--- src/rtl/adcq_pkg.sv ---
package adcq_pkg;
    localparam int CHAN_W = 6;
    localparam int IST_W  = 2;
    localparam int RES_W  = 10;
    localparam int WORD_W = 16;
    localparam int CMD_W  = CHAN_W + IST_W + 2;
    localparam int NQ     = 2;

    typedef enum logic [1:0] {
        ST_IDLE   = 2'd0,
        ST_ACTIVE = 2'd1,
        ST_PAUSED = 2'd2,
        ST_DONE   = 2'd3
    } qstat_e;

    typedef struct packed {
        logic              pause;
        logic              byp;
        logic [IST_W-1:0]  ist;
        logic [CHAN_W-1:0] chan;
    } cmd_t;

    function automatic logic [WORD_W-1:0] fmt_result(input logic [RES_W-1:0] r,
                                                     input logic [1:0] f);
        logic [WORD_W-1:0] o;
        case (f)
            2'd1:    o = {r, {(WORD_W-RES_W){1'b0}}};
            2'd2:    o = {~r[RES_W-1], r[RES_W-2:0], {(WORD_W-RES_W){1'b0}}};
            default: o = {{(WORD_W-RES_W){1'b0}}, r};
        endcase
        return o;
    endfunction
endpackage

--- src/rtl/adcq_cmd_store.sv ---
module adcq_cmd_store
    import adcq_pkg::*;
#(
    parameter int DEPTH = 64,
    localparam int AW = $clog2(DEPTH)
) (
    input  logic              clk,
    input  logic              rst_n,
    input  logic              we_i,
    input  logic [AW-1:0]     waddr_i,
    input  logic [WORD_W-1:0] wdata_i,
    input  logic [AW-1:0]     raddr_i,
    output cmd_t              rcmd_o
);
    logic [DEPTH-1:0][CMD_W-1:0] mem_d, mem_q;

    always_comb begin
        mem_d = mem_q;
        if (we_i) mem_d[waddr_i] = wdata_i[CMD_W-1:0];
    end

    always_ff @(posedge clk or negedge rst_n) begin
        if (!rst_n) mem_q <= '0;
        else        mem_q <= mem_d;
    end

    assign rcmd_o = cmd_t'(mem_q[raddr_i]);
endmodule

--- src/rtl/adcq_result_store.sv ---
module adcq_result_store
    import adcq_pkg::*;
#(
    parameter int DEPTH = 64,
    localparam int AW = $clog2(DEPTH)
) (
    input  logic              clk,
    input  logic              rst_n,
    input  logic              we_i,
    input  logic [AW-1:0]     waddr_i,
    input  logic [RES_W-1:0]  wdata_i,
    input  logic [AW-1:0]     raddr_i,
    input  logic [1:0]        fmt_i,
    output logic [WORD_W-1:0] rdata_o
);
    logic [DEPTH-1:0][RES_W-1:0] res_d, res_q;

    always_comb begin
        res_d = res_q;
        if (we_i) res_d[waddr_i] = wdata_i;
    end

    always_ff @(posedge clk or negedge rst_n) begin
        if (!rst_n) res_q <= '0;
        else        res_q <= res_d;
    end

    assign rdata_o = fmt_result(res_q[raddr_i], fmt_i);
endmodule

--- src/rtl/adcq_trig_detect.sv ---
module adcq_trig_detect (
    input  logic clk,
    input  logic rst_n,
    input  logic mode_i,
    input  logic sw_go_i,
    input  logic ext_i,
    output logic trig_o
);
    logic ext_d, ext_q;

    always_comb begin
        ext_d  = ext_i;
        trig_o = mode_i ? (ext_i & ~ext_q) : sw_go_i;
    end

    always_ff @(posedge clk or negedge rst_n) begin
        if (!rst_n) ext_q <= 1'b0;
        else        ext_q <= ext_d;
    end
endmodule

--- src/rtl/adcq_seq_ctrl.sv ---
module adcq_seq_ctrl
    import adcq_pkg::*;
#(
    parameter int DEPTH = 64,
    localparam int AW = $clog2(DEPTH),
    localparam int QW = (NQ > 1) ? $clog2(NQ) : 1
) (
    input  logic                   clk,
    input  logic                   rst_n,
    input  logic [NQ-1:0]          trig_i,
    input  logic [NQ-1:0][AW-1:0]  qstart_i,
    output logic [AW-1:0]          cmd_addr_o,
    input  cmd_t                   cmd_i,
    output logic                   conv_req_o,
    output logic [CHAN_W-1:0]      conv_chan_o,
    output logic [IST_W-1:0]       conv_ist_o,
    output logic                   conv_byp_o,
    input  logic                   conv_done_i,
    input  logic [RES_W-1:0]       conv_result_i,
    output logic                   res_we_o,
    output logic [AW-1:0]          res_addr_o,
    output logic [RES_W-1:0]       res_data_o,
    output logic [NQ-1:0][1:0]     stat_o,
    output logic [NQ-1:0]          ovr_o,
    output logic [QW-1:0]          cur_q_o
);
    localparam logic [CHAN_W-1:0] EOQ  = {CHAN_W{1'b1}};
    localparam logic [AW-1:0]     LAST = AW'(DEPTH - 1);

    typedef struct packed {
        logic [NQ-1:0][1:0]    stat;
        logic [NQ-1:0][AW-1:0] ptr;
        logic [NQ-1:0]         ovr;
        logic                  busy;
        logic [QW-1:0]         cur_q;
        logic [AW-1:0]         cur_idx;
        logic [CHAN_W-1:0]     chan;
        logic [IST_W-1:0]      ist;
        logic                  byp;
        logic                  pause;
        logic                  req;
    } state_t;

    state_t s_d, s_q;
    logic          found;
    logic [QW-1:0] pick;

    always_comb begin
        s_d       = s_q;
        s_d.req   = 1'b0;
        found     = 1'b0;
        pick      = '0;
        for (int q = NQ - 1; q >= 0; q--) begin
            if (s_q.stat[q] == ST_ACTIVE) begin
                found = 1'b1;
                pick  = QW'(q);
            end
        end
        cmd_addr_o = s_q.ptr[pick];
        res_we_o   = 1'b0;
        res_addr_o = s_q.cur_idx;
        res_data_o = conv_result_i;

        if (!s_q.busy) begin
            if (found) begin
                if (cmd_i.chan == EOQ) begin
                    s_d.stat[pick] = ST_DONE;
                end else begin
                    s_d.busy    = 1'b1;
                    s_d.req     = 1'b1;
                    s_d.cur_q   = pick;
                    s_d.cur_idx = s_q.ptr[pick];
                    s_d.chan    = cmd_i.chan;
                    s_d.ist     = cmd_i.ist;
                    s_d.byp     = cmd_i.byp;
                    s_d.pause   = cmd_i.pause;
                end
            end
        end else if (conv_done_i) begin
            s_d.busy = 1'b0;
            res_we_o = 1'b1;
            if (s_q.cur_idx == LAST) begin
                s_d.stat[s_q.cur_q] = ST_DONE;
            end else begin
                s_d.ptr[s_q.cur_q] = s_q.cur_idx + 1'b1;
                if (s_q.pause) s_d.stat[s_q.cur_q] = ST_PAUSED;
            end
        end

        for (int q = 0; q < NQ; q++) begin
            if (trig_i[q]) begin
                if (s_q.stat[q] == ST_ACTIVE) begin
                    s_d.ovr[q] = 1'b1;
                end else begin
                    s_d.stat[q] = ST_ACTIVE;
                    if (s_q.stat[q] != ST_PAUSED) s_d.ptr[q] = qstart_i[q];
                end
            end
        end
    end

    always_ff @(posedge clk or negedge rst_n) begin
        if (!rst_n) s_q <= '0;
        else        s_q <= s_d;
    end

    assign conv_req_o  = s_q.req;
    assign conv_chan_o = s_q.chan;
    assign conv_ist_o  = s_q.ist;
    assign conv_byp_o  = s_q.byp;
    assign stat_o      = s_q.stat;
    assign ovr_o       = s_q.ovr;
    assign cur_q_o     = s_q.cur_q;
endmodule

--- src/rtl/adcq_seq.sv ---
module adcq_seq
    import adcq_pkg::*;
#(
    parameter int DEPTH = 64,
    localparam int AW = $clog2(DEPTH)
) (
    input  logic              clk,
    input  logic              rst_n,
    input  logic              cmd_we,
    input  logic [AW-1:0]     cmd_addr,
    input  logic [WORD_W-1:0] cmd_wdata,
    input  logic              q1_mode,
    input  logic              q2_mode,
    input  logic [NQ-1:0]     sw_go,
    input  logic [NQ-1:0]     ext_trig,
    input  logic [AW-1:0]     q2_start,
    output logic              conv_req,
    output logic [CHAN_W-1:0] conv_chan,
    output logic [IST_W-1:0]  conv_ist,
    output logic              conv_byp,
    input  logic              conv_done,
    input  logic [RES_W-1:0]  conv_result,
    input  logic [AW-1:0]     rd_addr,
    input  logic [1:0]        rd_fmt,
    output logic [WORD_W-1:0] rd_data,
    output logic [1:0]        q1_status,
    output logic [1:0]        q2_status,
    output logic [NQ-1:0]     overrun
);
    logic [NQ-1:0]         mode_v;
    logic [NQ-1:0]         trig_v;
    logic [NQ-1:0][AW-1:0] qstart_v;
    logic [NQ-1:0][1:0]    stat_v;
    logic [AW-1:0]         cmd_raddr;
    cmd_t                  cmd_rd;
    logic                  res_we;
    logic [AW-1:0]         res_addr;
    logic [RES_W-1:0]      res_data;
    logic                  eng_q;

    assign mode_v      = {q2_mode, q1_mode};
    assign qstart_v[0] = '0;
    assign qstart_v[1] = q2_start;
    assign q1_status   = stat_v[0];
    assign q2_status   = stat_v[1];

    for (genvar g = 0; g < NQ; g++) begin : g_trig
        adcq_trig_detect u_trig (
            .clk     (clk),
            .rst_n   (rst_n),
            .mode_i  (mode_v[g]),
            .sw_go_i (sw_go[g]),
            .ext_i   (ext_trig[g]),
            .trig_o  (trig_v[g])
        );
    end

    adcq_cmd_store #(.DEPTH(DEPTH)) u_cmd (
        .clk     (clk),
        .rst_n   (rst_n),
        .we_i    (cmd_we),
        .waddr_i (cmd_addr),
        .wdata_i (cmd_wdata),
        .raddr_i (cmd_raddr),
        .rcmd_o  (cmd_rd)
    );

    adcq_seq_ctrl #(.DEPTH(DEPTH)) u_ctrl (
        .clk           (clk),
        .rst_n         (rst_n),
        .trig_i        (trig_v),
        .qstart_i      (qstart_v),
        .cmd_addr_o    (cmd_raddr),
        .cmd_i         (cmd_rd),
        .conv_req_o    (conv_req),
        .conv_chan_o   (conv_chan),
        .conv_ist_o    (conv_ist),
        .conv_byp_o    (conv_byp),
        .conv_done_i   (conv_done),
        .conv_result_i (conv_result),
        .res_we_o      (res_we),
        .res_addr_o    (res_addr),
        .res_data_o    (res_data),
        .stat_o        (stat_v),
        .ovr_o         (overrun),
        .cur_q_o       (eng_q)
    );

    adcq_result_store #(.DEPTH(DEPTH)) u_res (
        .clk     (clk),
        .rst_n   (rst_n),
        .we_i    (res_we),
        .waddr_i (res_addr),
        .wdata_i (res_data),
        .raddr_i (rd_addr),
        .fmt_i   (rd_fmt),
        .rdata_o (rd_data)
    );
endmodule

--- config.mk ---
export PLATFORM = sky130hd
export DESIGN_NAME = adcq_seq
export DESIGN_NICKNAME = d
export VERILOG_FILES = /design/src/rtl/adcq_pkg.sv /design/src/rtl/adcq_cmd_store.sv /design/src/rtl/adcq_result_store.sv /design/src/rtl/adcq_trig_detect.sv /design/src/rtl/adcq_seq_ctrl.sv /design/src/rtl/adcq_seq.sv
export SDC_FILE = /design/constraint.sdc
export NUM_CORES = 2
export LEC_CHECK = 0
export BUFFER_PORTS_ARGS = -buffer_cell sky130_fd_sc_hd__buf_2
export CAP_MARGIN = 20
export CORE_AREA = 2 2 448 317
export DETAILED_ROUTE_END_ITERATION = 8
export DIE_AREA = 0 0 450 319
export HOLD_SLACK_MARGIN = 0.05
export PLACE_DENSITY = 0.61
export SYNTH_ARGS = -nofsm -noshare
export SYNTH_HDL_FRONTEND = slang
export SYNTH_SLANG_ARGS = --single-unit
--- constraint.sdc ---
create_clock -name clk -period 4.8 [get_ports clk]
set_clock_uncertainty 0.1 [all_clocks]
set_input_delay 0 -clock clk [delete_from_list [all_inputs] [get_ports clk]]
set_output_delay 0 -clock clk [all_outputs]
set_load 0.01 [all_outputs]
* Word level (Yosys, flattened, before mapping) *
Index checks and enable logic that the tools add are counted.

word-level totals
  input port bits = 56
  memory bits (read-only) = 0
  logic and storage cells = 232
  output and inout bits = 32
  memory bits (writable) = 0
  register bits = 1,319
  memories kept = 0
  bits in latches = 0

cells by class
  order comparisons = 10
  bitwise gates (word level) = 12
  multiply operators = 0
  add/subtract/negate cells = 1
  reductions and logical operators = 7
  multiplexer cells = 50
  div/mod/pow operators = 0
  shift operators = 0
  eq/ne operators = 8

operators by type and width
  cell                 number
  $bwmux 640           2
  $bmux 10 s6          2
  $demux 10 s6         2
  $mux 6               9
  $mux 10              4
  $mux 19              2
  $pmux 16 s2          1
  $lt 6x7->1 const B   4
  $mux 12              2
  $mux 4               5
  $mux 16              1
  $bwmux 12            1
  $eq 6x6->1 const B   2
  $ge 6x1->1 const B   2
  $mux 2               6
  $mux 1               10
  $or 4x4->4           2
  $add 6x1->6 const B  1
  $demux 6 s1          1
  $eq 2x1->1 const B   3
  $not 1->1            5
  $demux 2 s1          2
  $logic_and 1x1->1    4
  $lt 1x2->1 const B   2
  9 further kinds      13

* Longest topological paths before layout *
  depth after elaboration = 13
  depth in mapped cells = 16
  gate-level depth less buffers = 10

* Cells and area by module *
Synthesis repeated with hierarchy kept, for this count alone.

unflattened totals
  cell total of the unflattened synthesis = 4,010
  area, all modules = 61,132.4 sq um

by module, submodules not included
  module             cells an instance  seq. area each (sq um)  area each (sq um)  times used
  adcq_result_store  1,955              16,015.4                29,684.7           1
  adcq_cmd_store     1,851              16,015.4                29,278.1           1
  adcq_seq_ctrl      195                925.9                   2,083.2            1
  adcq_trig_detect   4                  25.0                    41.3               2
  adcq_seq           1                  0.0                     3.8                1

* Worst setup path after synthesis *
No wires, ideal clock.

  kind = reg2reg
  start point = register u_ctrl.s_q, in the netlist u_ctrl.stat_o[1]
  end point = register u_ctrl.s_q, in the netlist u_ctrl.res_addr_o[4]
  period minus slack after synthesis = 3.442 ns
  required time = 4.572 ns
  arrival time = 3.214 ns
  slack = 1.358 ns
  buffers on the path = 4
  setup time = 0.128 ns
  cell stages (with the launch flop) = 14
  cells stage by stage = dfrtp_1 > nand2b_1 > buf_4 > and3_1 > buf_2 > nor2_4 > buf_2 > a31oi_1 > a2111o_1 > o311ai_2 > a211oi_4 > a21oi_4 > buf_6 > mux2_1

on the way
  word-level cells in the longest chain between the ends = 9
  elaborated cells between the ends (all ways) = 10
  classes of those cells = eq/ne: 2; mux: 6; bitwise: 1; reduce/logical: 1

ends and longest elaborated chain
  item                                       RTL line                                  text
  start, declared                            adcq_seq_ctrl.sv:44                       state_t s_d, s_q;
  start signal, assigned                     adcq_seq_ctrl.sv:103                      if (!rst_n) s_q <= '0;
  start signal, assigned                     adcq_seq_ctrl.sv:104                      else s_q <= s_d;
  $eq 2x1->1 *                               adcq_seq_ctrl.sv:54                       if (s_q.stat[q] == ST_ACTIVE) begin
  $mux 1                                     adcq_seq_ctrl.sv:54
  $mux 6 (implied by the code) (2 in a row)  adcq_seq_ctrl.sv:59, adcq_seq_ctrl.sv:72
  $bmux 10 s6                                adcq_cmd_store.sv:27                      assign rcmd_o = cmd_t'(mem_q[raddr_i]);
  $mux 10 (implied by the code)              adcq_cmd_store.sv:27
  $eq 6x6->1                                 adcq_seq_ctrl.sv:66                       if (cmd_i.chan == EOQ) begin
  $not 1->1 (no source line)                 -
  $reduce_and 3->1 (no source line)          -

Mark *: on every way between the ends. The rest lies on a longest branch, timed or not. The select of a mux whose other input is x is not followed.
A chain may end at the register's enable or synchronous reset.

* Worst setup path in the final report *
  start point = register u_ctrl.s_q, in the netlist u_ctrl.stat_o[1]
  end point = register u_ctrl.s_q, in the netlist u_ctrl.conv_byp_o

on the way
  word-level cells in the longest chain between the ends = 9
  elaborated cells between the ends (all ways) = 10
  classes of those cells = eq/ne: 2; mux: 6; bitwise: 1; reduce/logical: 1

ends and longest elaborated chain
  item                                       RTL line              text
  $eq 2x1->1 *                               adcq_seq_ctrl.sv:54
  $mux 1                                     adcq_seq_ctrl.sv:54
  $mux 6 (implied by the code) (2 in a row)  adcq_seq_ctrl.sv:59   cmd_addr_o = s_q.ptr[pick];
  $bmux 10 s6                                adcq_cmd_store.sv:27
  $mux 10 (implied by the code)              adcq_cmd_store.sv:27
  $eq 6x6->1                                 adcq_seq_ctrl.sv:66
  $not 1->1 (no source line)                 -
  $reduce_and 3->1 (no source line)          -

Marks and branches as above.

==> Implementation_results.wiki <==
{| class="wikitable"
! Metric !! Value
|-
| Area growth from synthesis to final layout || 13.54%
|-
| Unrepaired setup endpoints after global routing || no
|-
| Global placement routability congestion || 0.8693
|-
| Net count of the finished layout || about 4700
|-
| Post-route worst setup slack || around 71 ps
|-
| Cell chosen for the clock root || sky130_fd_sc_hd__clkbuf_16
|-
| Global routing usage summed across all routing layers || 0.2510
|-
| Worst voltage drop across the vdd grid || a little under 500 uV
|-
| Biggest fanout along the worst timing path || 15
|-
| Ratio of cells with drive above 1 in the final layout || 0.4402
|-
| Vias after detailed routing || 40270
|-
| Met1 Routed Length || 89.82 mm
|-
| Synthesized Nets || 4583
|-
| Reg clk slew, reported paths || ~60 ps
|-
| Achievable Freq || between 0.2 and 0.25 GHz
|-
| Later-pin clock latency in the skew report || between 700 and 800 ps
|-
| Die Width || 450 um
|-
| Power Density || 573.2 nW/um^2
|-
| Die outline height || 319 um
|-
| Crit path launch type || flop
|-
| Cells after DPL || between 6000 and 7000
|-
| Lkg Pwr || 32.37 nW
|-
| DRC violations left || 0
|-
| Min Clock Period, post-route || 4729 ps
|-
| Register bit total from synthesis || about 1300
|-
| Core Area || 139300 sq um
|-
| Most used flip-flop cell after synthesis || sky130_fd_sc_hd__dfrtp_1
|-
| Total number of yosys warnings || 0
|-
| Post-Synthesis Mean Instance Area || 13.77 sq um
|-
| Largest net degree at the start of global routing || 139
|-
| Number of antenna violations at the first check in global routing || 13
|-
| Total die area || 143600 sq um
|-
| First-pass GRT wire length || about 270 mm
|-
| Final setup fails || 0
|-
| Row cnt || around 120
|-
| Buffer levels on the longest clock path || 3
|-
| Number of vias per cell after detailed routing || 6.080
|-
| Number of I/O port buffers || 81
|-
| Starting density of the core || 0.4472
|-
| Run status || finished, final reports clean
|-
| Instance count of the mapped netlist || around 4500
|-
| Worst hold path type || input pin to flop
|-
| Fraction of the yosys area taken by sequential cells || 0.5299
|-
| Number of enable flip-flop cells after synthesis || 0
|-
| Data arrival time of the critical path || between 5000 and 6000 ps
|-
| Number of hold violations in the final report || 0
|-
| Routed met3 length || 13.22 mm
|-
| Area of the mapped netlist || 62280 sq um
|-
| Number of distinct library cells after synthesis || 71
|-
| Number of global-route vias before repair || roughly 40000
|-
| CTS tree || yes
|-
| Fraction of synthesis flops using an asynchronous set or reset pin || 1.000
|-
| Final standard cell count with taps included and fillers excluded || roughly 6600
|-
| Fin util || 0.5077
|-
| I/O pin total || 88
|-
| Crit path capture type || flop
|-
| Final Cycle Share || 0.9853
|-
| Routed len/inst || 27.14 um
|-
| Count of clock tree sinks || 1319
|-
| Data required, critical path || 5350 ps
|-
| Relative slew slack || 0.2405
|-
| Wire length on met2 || 73.28 mm
|-
| Uppermost layer routed || met5
|-
| Count of routing violations after the opening detailed-route iteration || 4166
|-
| Max Cap Viol || 0
|-
| Number of detailed-route iterations in the first pass || 6
|-
| Detail Route Antenna Nets || 0
|-
| Hpwl dp || 113.9 mm
|-
| Total number of H-tree levels || 4
|-
| Worst setup path class || flop to flop
|-
| Final max-slew violation count || 0
|-
| Actual transition at the worst max-transition pin || 1135 ps
|-
| Post-Place Setup Slack || 122.1 ps
|-
| Final Routed Wirelength || 179.7 mm
|-
| Total global routing overflow || 0
|-
| Number of clock buffers inserted by TritonCTS || 137
|-
| Fin Hold WS || around 140 ps
|-
| Final-layout setup total negative slack || 0 ps
|-
| Post-CTS setup buffer count || 0
|}
## per-layer routing
layer,vias to the layer above,GRT usage
met5,-,0
met4,10,0.05988
met3,236,0.05083
met2,1350,0.3346
met1,21710,0.4109
li1,16960,-
## cell usage after synthesis (8+ instances only)
master                         n  area share
sky130_fd_sc_hd__nand2b_1     83      0.0083
sky130_fd_sc_hd__mux2_1       17      0.0031
sky130_fd_sc_hd__buf_2        39      0.0031
sky130_fd_sc_hd__nor2b_1      12      0.0012
sky130_fd_sc_hd__a2111oi_0     8      0.0011
sky130_fd_sc_hd__nand2_1     338       0.020
sky130_fd_sc_hd__o32a_1       10      0.0016
sky130_fd_sc_hd__a311oi_1     67      0.0094
sky130_fd_sc_hd__o211ai_1      9      0.0011
sky130_fd_sc_hd__and2_1       17      0.0017
sky130_fd_sc_hd__o21a_1        8     0.00096
sky130_fd_sc_hd__buf_4        26      0.0031
sky130_fd_sc_hd__a21oi_1      65      0.0052
sky130_fd_sc_hd__o22ai_1      21      0.0021
sky130_fd_sc_hd__buf_1        52      0.0031
sky130_fd_sc_hd__mux4_2      242       0.088
sky130_fd_sc_hd__a211oi_1    125       0.015
sky130_fd_sc_hd__a31oi_1      11      0.0011
sky130_fd_sc_hd__o21ai_0      25      0.0020
sky130_fd_sc_hd__mux2i_1      52      0.0084
sky130_fd_sc_hd__a22oi_1      31      0.0037
sky130_fd_sc_hd__nor3_1       17      0.0014
sky130_fd_sc_hd__inv_1        10     0.00060
sky130_fd_sc_hd__dfrtp_1    1319        0.53
sky130_fd_sc_hd__and3_1       80      0.0080
sky130_fd_sc_hd__clkbuf_1    261       0.016
sky130_fd_sc_hd__nor2_1      122      0.0074
sky130_fd_sc_hd__nand3_1      69      0.0055
sky130_fd_sc_hd__mux2_2     1288        0.23
## flip-flops by register name (all words and copies together) (netlist names)
name                 flops
u_ctrl.conv_chan_o       6
u_ctrl.cur_q_o           1
g_trig.u_trig.ext_q      2
u_ctrl.s_q              14
u_ctrl.stat_o            4
u_ctrl.res_addr_o        6
u_res.res_q            640
u_ctrl.conv_req_o        1
u_cmd.mem_q            640
u_ctrl.ovr_o             2
u_ctrl.conv_byp_o        1
u_ctrl.conv_ist_o        2
## cells in the final DEF (no fill, tap or decap), types with 17 or more instances in the layout
master                          count
sky130_fd_sc_hd__and3_1            80
sky130_fd_sc_hd__nand3_1           69
sky130_fd_sc_hd__a21oi_1           65
sky130_fd_sc_hd__o21ai_0           25
sky130_fd_sc_hd__dfrtp_1         1317
sky130_fd_sc_hd__clkbuf_1          34
sky130_fd_sc_hd__a311oi_1          63
sky130_fd_sc_hd__o22ai_1           20
sky130_fd_sc_hd__clkinv_2          18
sky130_fd_sc_hd__nand2b_1          81
sky130_fd_sc_hd__buf_4            186
sky130_fd_sc_hd__clkbuf_16        141
sky130_fd_sc_hd__a211oi_1         125
sky130_fd_sc_hd__a22oi_1           31
sky130_fd_sc_hd__dlygate4sd3_1     51
sky130_fd_sc_hd__buf_2             80
sky130_fd_sc_hd__nand2_1          337
sky130_fd_sc_hd__mux2_2          1288
sky130_fd_sc_hd__mux4_2           242
sky130_fd_sc_hd__nor3_1            17
sky130_fd_sc_hd__and2_1            17
sky130_fd_sc_hd__mux2_1            17
sky130_fd_sc_hd__clkbuf_8          35
sky130_fd_sc_hd__mux2i_1           49
sky130_fd_sc_hd__nor2_1           121
sky130_fd_sc_hd__buf_12            28
## timing repair
item | 4_1_cts | 5_1_grt
hold buffers | 52 | 0
resized for setup | 0 | 1
endpoints found under the setup margin | 0 | 14
endpoints found under the hold margin | 2529 | 0
## path summary, 6_finish.rpt
path                                                 endpoint  slack [ps]  depth (start not counted)                        start
worst min register to register    u_ctrl.ovr_o[1]$_DFFE_PN0P_         380                          1  u_ctrl.ovr_o[1]$_DFFE_PN0P_
min in group asynchronous        u_cmd.mem_q[146]$_DFFE_PN0P_         490                          4                        rst_n
worst min-delay path             u_cmd.mem_q[564]$_DFFE_PN0P_         140                          5                  cmd_addr[0]
max in group asynchronous         u_res.res_q[14]$_DFFE_PN0P_        3360                          4                        rst_n
worst max-delay path            u_ctrl.conv_byp_o$_DFFE_PN0P_          70                         13   u_ctrl.stat_o[1]$_DFF_PN0_
worst max register to register  u_ctrl.conv_byp_o$_DFFE_PN0P_          70                         13   u_ctrl.stat_o[1]$_DFF_PN0_
## logic make-up (layout without fill, tap and decap cells)
| group | after synthesis | count (layout) | synth area share |
|---|---|---|---|
| buffers and inverters | 391 | 613 | 0.02628 |
| other | 0 | 5 | 0 |
| XOR/XNOR | 4 | 4 | 0.0005626 |
| AO/OA/AOI/OAI | 432 | 432 | 0.05199 |
| AND/OR/NAND/NOR | 776 | 776 | 0.05882 |
| multiplexers | 1599 | 1599 | 0.3318 |
| flip-flops | 1319 | 1319 | 0.5299 |
| adder cells (fa/ha/maj) | 3 | 3 | 0.0006027 |
## cell type report
cell class | count | area (sq um)
fillers | 11990 | 68560
flip-flops and latches | 1319 | 33010
multi-input cells | 2814 | 27780
clock buffers | 209 | 4124
repair buffers | 356 | 3014
well taps | 1872 | 2342
clock inverters | 38 | 404.1
inverters | 10 | 37.54
diodes | 5 | 12.51
## worst max-delay path: stages, from the launching register on
cell and delay (ps):
sky130_fd_sc_hd__dfrtp_1 460, sky130_fd_sc_hd__nand2b_2 480, sky130_fd_sc_hd__nand2_2 330, sky130_fd_sc_hd__buf_4 250, sky130_fd_sc_hd__mux2i_4 710, sky130_fd_sc_hd__nand2_1 150, sky130_fd_sc_hd__a2111oi_1 710, sky130_fd_sc_hd__buf_4 230
sky130_fd_sc_hd__a22oi_1 160, sky130_fd_sc_hd__o311ai_2 200, sky130_fd_sc_hd__nor3_4 120, sky130_fd_sc_hd__a21oi_4 160, sky130_fd_sc_hd__buf_12 170, sky130_fd_sc_hd__mux2_1 340
## metrics by stage
step,area [sq um],total power [mW]
2_1_floorplan,62280,23.45
3_3_place_gp,65420,29.20
3_5_place_dp,65490,29.44
4_1_cts,70550,40.40
5_1_grt,70710,42.22
6_report,70720,40.53
## where the power goes
part           switching [mW]  internal [mW]
registers                1.50           13.5
logic                    8.58           6.05
clock network            4.60           6.26
(Power assumes the default switching activity.)
